## src/rtl/call_timer.sv

```systemverilog
module call_timer #(
  parameter int MAX_HOURS = 99
) (
  input  logic        clk,
  input  logic        rst_n,
  input  logic        tick,
  input  logic        run,
  input  logic        freeze,
  input  logic        clear,
  output logic [23:0] live_time,
  output logic [23:0] held_time
);
  localparam logic [3:0] HT = 4'(MAX_HOURS / 10);
  localparam logic [3:0] HU = 4'(MAX_HOURS % 10);

  logic [3:0] su, st, mu, mt, hu, ht;
  logic [3:0] su_n, st_n, mu_n, mt_n, hu_n, ht_n;
  logic [23:0] held_q;
  logic frozen;

  wire c0 = run & tick;
  wire c1 = c0 & (su == 4'd9);
  wire c2 = c1 & (st == 4'd5);
  wire c3 = c2 & (mu == 4'd9);
  wire c4 = c3 & (mt == 4'd5);
  wire hw = c4 & (ht == HT) & (hu == HU);

  always_comb begin
    su_n = c0 ? (c1 ? 4'd0 : su + 4'd1) : su;
    st_n = c1 ? (c2 ? 4'd0 : st + 4'd1) : st;
    mu_n = c2 ? (c3 ? 4'd0 : mu + 4'd1) : mu;
    mt_n = c3 ? (c4 ? 4'd0 : mt + 4'd1) : mt;
    hu_n = hu;
    ht_n = ht;
    if (hw) begin
      hu_n = 4'd0;
      ht_n = 4'd0;
    end else if (c4) begin
      if (hu == 4'd9) begin
        hu_n = 4'd0;
        ht_n = ht + 4'd1;
      end else begin
        hu_n = hu + 4'd1;
      end
    end
  end

  wire [23:0] live_n = {ht_n, hu_n, mt_n, mu_n, st_n, su_n};

  always_ff @(posedge clk or negedge rst_n) begin
    if (!rst_n) begin
      {ht, hu, mt, mu, st, su} <= '0;
      held_q <= '0;
      frozen <= 1'b0;
    end else if (clear) begin
      {ht, hu, mt, mu, st, su} <= '0;
      held_q <= '0;
      frozen <= 1'b0;
    end else begin
      {ht, hu, mt, mu, st, su} <= live_n;
      if (!frozen) held_q <= live_n;
      if (freeze) frozen <= 1'b1;
    end
  end

  assign live_time = {ht, hu, mt, mu, st, su};
  assign held_time = held_q;
endmodule


```

## config.mk

```make
export PLATFORM = sky130hd
export DESIGN_NAME = call_timer
export DESIGN_NICKNAME = d
export VERILOG_FILES = /design/src/rtl/call_timer.sv
export SDC_FILE = /design/constraint.sdc
export NUM_CORES = 1
export LEC_CHECK = 0
export BUFFER_PORTS_ARGS = -buffer_cell sky130_fd_sc_hd__buf_2
export CORE_MARGIN = 2
export CORE_UTILIZATION = 40
export DETAILED_ROUTE_END_ITERATION = 8
export GPL_TIMING_DRIVEN = 0
export HOLD_SLACK_MARGIN = 0.08
export PLACE_DENSITY = 0.64
export RECOVER_POWER = 25
export SLEW_MARGIN = 10
export SYNTH_ARGS = -nofsm -noshare
export SYNTH_HDL_FRONTEND = slang
export SYNTH_SLANG_ARGS = --single-unit
```

## constraint.sdc

```tcl
create_clock -name clk -period 3.7 [get_ports clk]
set_input_delay 0.185 -clock clk [delete_from_list [all_inputs] [get_ports clk]]
set_output_delay 0.185 -clock clk [all_outputs]
set_load 0.01 [all_outputs]
```

# == Word-level counts from Yosys, hierarchy flattened ==
# Cells that the tools add are included.
# totals
register_bits,49
inputBits,6
output_inout_bits,48
elab_cells,53
# classes
add_sub_neg,6
eq_ne,7
muxes,24
bitwise,7
reduce_logical,1
# ops
operator,n
$mux W4,20
$mux W24,2
$add A4 B1 Y4 const B,6
$eq A4 B4 Y1 const B,4
$eq A4 B3 Y1 const B,2
$and A1 B1 Y1,7
$mux W1,2
$ne A2 B2 Y1 const B,1
$reduce_bool A2 Y1,1

# == Logic depth before layout (Yosys ltp) ==
# logic_depth
ltp_word,10
ltp_mapped,8
depth_no_buf,6

# == Least setup slack after synthesis ==
# No wires, ideal clock.
# synth_path
kind,reg-to-reg
from,register st[1]
to,"register held_q[21], in the netlist held_time[21]"
t_arrival_ns,1.850
required_ns,3.601
setup_slack_ns,1.750
stages_incl_launch_ff,8
n_path_buf,1
synth_period_minus_slack_ns,1.950
cell_sequence,dfrtp_1 inv_1 ha_1 and3b_1 buf_4 nand4_4 or4_4 a311oi_1
# synth_between
elab_chain_len,9
# synth_rtl
element,line_no,source
start: declaration,16,"logic [3:0] su, st, mu, mt, hu, ht;"
start signal: assignment,60,"{ht, hu, mt, mu, st, su} <= live_n;"
$eq A4 B3 Y1 (*),23,wire c2 = c1 & (st == 4'd5);
$and A1 B1 Y1 (*),23,
$and A1 B1 Y1 (*),24,wire c3 = c2 & (mu == 4'd9);
$and A1 B1 Y1 (*),25,wire c4 = c3 & (mt == 4'd5);
$and A1 B1 Y1 (2 in a row),26,wire hw = c4 & (ht == HT) & (hu == HU);
$mux W4 (*),35,if (hw) begin
$mux W24 (*),61,if (!frozen) held_q <= live_n;
$mux W24 (*),55,end else if (clear) begin
end signal: assignment,61,
end: declaration,18,logic [23:0] held_q;
# Every way passes the cells marked *; elsewhere a longest branch is shown, timed or not. The select of a mux whose other input is x is not followed.
# A chain may end at the register's enable or synchronous reset.

# == Worst setup path in the final report ==
# layout_path
from,register st[0]
to,"register held_q[17], in the netlist held_time[17]"
# The elaborated chain is that of the path after synthesis.

==> impl_metrics.tcl <==
set metrics [dict create \
    cts.htree.levels 2 \
    ys_types 48 \
    synth_top_area_share_pct 49.6 \
    dp.final_hpwl_mm 4.16 \
    multiInputGateArea_um2 1130 \
    cpMaxStageDelayCell "dfrtp_1" \
    clkTransAtPathRegs_ns 0.10 \
    postCtsHoldBufs 0 \
    fill_cells 574 \
    insertion_delay_ns 0.31 \
    synth-adder-area-share_pct 5.06 \
    netlist_area_um2 2470 \
    core-area_um2 5960 \
    utilization_pct 49.4 \
    status "complete, no violations" \
    grt_antenna_before_repair 0 \
    drtPass1Iterations 4 \
    peakVddDrop_mv 0.155 \
    grt_overflow 0 \
    synth-seq-cells 49 \
    worst_pin_slew_ns 1.19 \
    cp-startpoint "st[0]" \
    ys_seq_area_share_pct 49.6 \
    regArea_um2 1230 \
    die_w_um 82.6 \
    grt_pass1_wl_mm 9.69 \
    cpLargestDelayFamily "buffers and inverters" \
    setup_violations 0 \
    synth_compound_area_share_pct 16.6 \
    initialDrtViolationCount 88 \
    worstPathArrival_ns 2.40 \
    maxSlewViolCount 0 \
    start_util_pct 41.5 \
    layout_common_cells "buf_2 (54), dfrtp_1 (49), nor2_1 (32)" \
    area_growth_syn_to_layout_pct 19.1 \
    holdCritStartpoint "freeze" \
    clock_tree.root_cell "clkbuf_8" \
    fin_worst_skew_ns 0.00964 \
    via_per_inst 5.51 \
    drcViolationCount 0 \
    synth-main-ff-cell "dfrtp_1" \
    worst_setup_path_start_kind "flop" \
    hold_viol 0 \
    power_leakage_uw 0.00144 \
    grt_pass1_vias 1972 \
    fp.dieArea_um2 6820 \
    synth-simple-area-share_pct 20.1 \
    ys_async_sr_fraction_pct 100 \
    powerDensity_nw_per_um2 331 \
    instances_no_fill 383 \
    synth_mux_area_share_pct 2.48 \
    synth_area_leader_cell "dfrtp_1" \
    fin_nets 323 \
    crit_type "flop to flop" \
    r2r_slack_ns 1.51 \
    cts_tree "done" \
    design.portCount 54 \
    crit_path_end_kind "flop" \
    relSlewSlack_pct 20.7 \
    fin_crit_ns 2.19 \
    worst-path-max-fanout 10 \
    timing.setup.tns_ns 0 \
    path_buf_inv 2 \
    synth.area.top_cells "dfrtp_1 (50%), ha_1 (5.1%), nor2_1 (4.9%), a21oi_1 (2.6%), o21ai_0 (2.6%)" \
    postCtsSetupBuffers 0 \
    grt_max_degree 50 \
    grt_usage_pct 18.8 \
    synth-warning-count 0 \
    cts_resized 0 \
    worst_ep_required_time_ns 3.91 \
    max_stage_delay_ns 0.44 \
    r2r-end "held_time[17]" \
    antennaDiodeCount 0 \
    timing.fmax_ghz 0.457 \
    fp.dieH_um 82.6 \
    synth_xor_area_share_pct 1.42 \
    synth_edf_count 0 \
    r2r-start "st[0]" \
    drtAntennaViolNets 0 \
    syn_avg_cell_area_um2 10.0 \
    clock_path_buffers 2 \
    rsz0062_at_grt "no" \
    dp_cells 373 \
    wl_mm 6.07 \
    cts.sinks 49 \
    critical_path.cell_chain "ha_1, and3b_1, buf_4, nand4_4, clkbuf_1, o21ai_0, a311oi_1" \
    worst-path-stages 7 \
    syn_inst 246 \
    timing.final.crit_share_pct 59.2 \
    reg2reg_depth 7 \
    gp_congestion 0.781 \
    cts_made_buffers 5 \
    drive_gt1_share_pct 23.1 \
    vias 2111 \
    final_common_cell "buf_2" \
    critical_path.endpoint "held_time[17]" \
    worstHoldPathType "primary input to flop" \
    portBuffers 52 \
    synth_top_family_by_area "simple AND/OR/NAND/NOR gates" \
    rows 28 \
    wire_per_inst_um 15.8 \
    synth_nets 262 \
    maxCapViolCount 0 \
]
==> per-stage QoR <==
stage	cell area, µm²	hold slack, ns	power [µW]	setup slack [ns]
2_1_floorplan	2470	-0.111	612	1.75
3_3_place_gp	2830	0.424	654	1.55
3_5_place_dp	2830	0.426	655	1.54
4_1_cts	2920	0.110	976	1.51
5_1_grt	2940	0.125	1010	1.33
6_report	2940	0.114	973	1.51
==> worst min-delay path by stage <==
stage | end | slack, ns | cells after the start
finish | frozen | 0.11 | 3
detailed placement | frozen | 0.43 | 3
CTS | frozen | 0.11 | 3
global route | frozen | 0.12 | 3
floorplan | frozen | -0.11 | 0
global placement | frozen | 0.42 | 3
==> power by group <==
part | leakage [µW] | switching [µW] | internal [µW]
Sequential | 0.000672 | 9.52 | 549
Combinational | 0.000725 | 59.2 | 29.0
Clock | 0.0000445 | 192 | 135
Total | 0.00144 | 261 | 712
==> state kept, by name, indices dropped and copies added, names as in the netlist <==
name and flops:
held_time 24, ht 4, hu 4, mt 4, mu 4, st 4, su 4, frozen 1
==> logic make-up after synthesis <==
family,Yosys count
AOI/OAI and AO/OA,61
muxes,6
xor gates and xnor gates,4
and+or+nand+nor,89
buffers and inverters,27
adders and majority gates,10
DFF,49
==> routing by layer <==
| metal | vias to the layer above | share of wire, % | global-route usage, % |
|---|---|---|---|
| met5 | - | 0 | 0 |
| met4 | 0 | 0.53 | 3.93 |
| met3 | 5 | 5.1 | 4.02 |
| met2 | 49 | 46 | 30.9 |
| met1 | 1036 | 48 | 25.8 |
| li1 | 1021 | - | - |
==> tightest hold or removal path, delay by kind of cell <==
family	cells	cell delay [ns]
and+or+nand+nor	2	0.11
buffers and inverters	1	0.08
==> final cells by class <==
class	count	share of cell area (%)
inverters	11	1.40
well taps	75	3.19
clock buffers	5	2.34
repair buffers	54	9.82
clock inverters	3	0.722
flip-flops and latches	49	41.6
multi-input cells	170	38.3
plain buffers	16	2.55
==> synthesized netlist by cell type, types with 2 or more instances <==
| master | n |
|---|---|
| o211ai_1 | 3 |
| a21oi_1 | 13 |
| a22o_1 | 2 |
| nor2b_1 | 5 |
| or4_1 | 4 |
| or3_1 | 4 |
| nand3b_1 | 2 |
| and2_1 | 2 |
| nor3_1 | 5 |
| xnor2_1 | 2 |
| nand2_1 | 8 |
| inv_1 | 11 |
| or4_4 | 2 |
| mux2i_1 | 5 |
| ha_1 | 10 |
| buf_2 | 3 |
| and3b_1 | 3 |
| and3_1 | 2 |
| o31ai_1 | 4 |
| clkbuf_1 | 10 |
| dfrtp_1 | 49 |
| a311oi_1 | 7 |
| nand3_1 | 10 |
| nor2_1 | 32 |
| o21ai_0 | 13 |
| xor2_1 | 2 |
| nand4_1 | 2 |
| a211oi_1 | 7 |
| a31oi_1 | 5 |
Power figures use the tool's default switching activity.
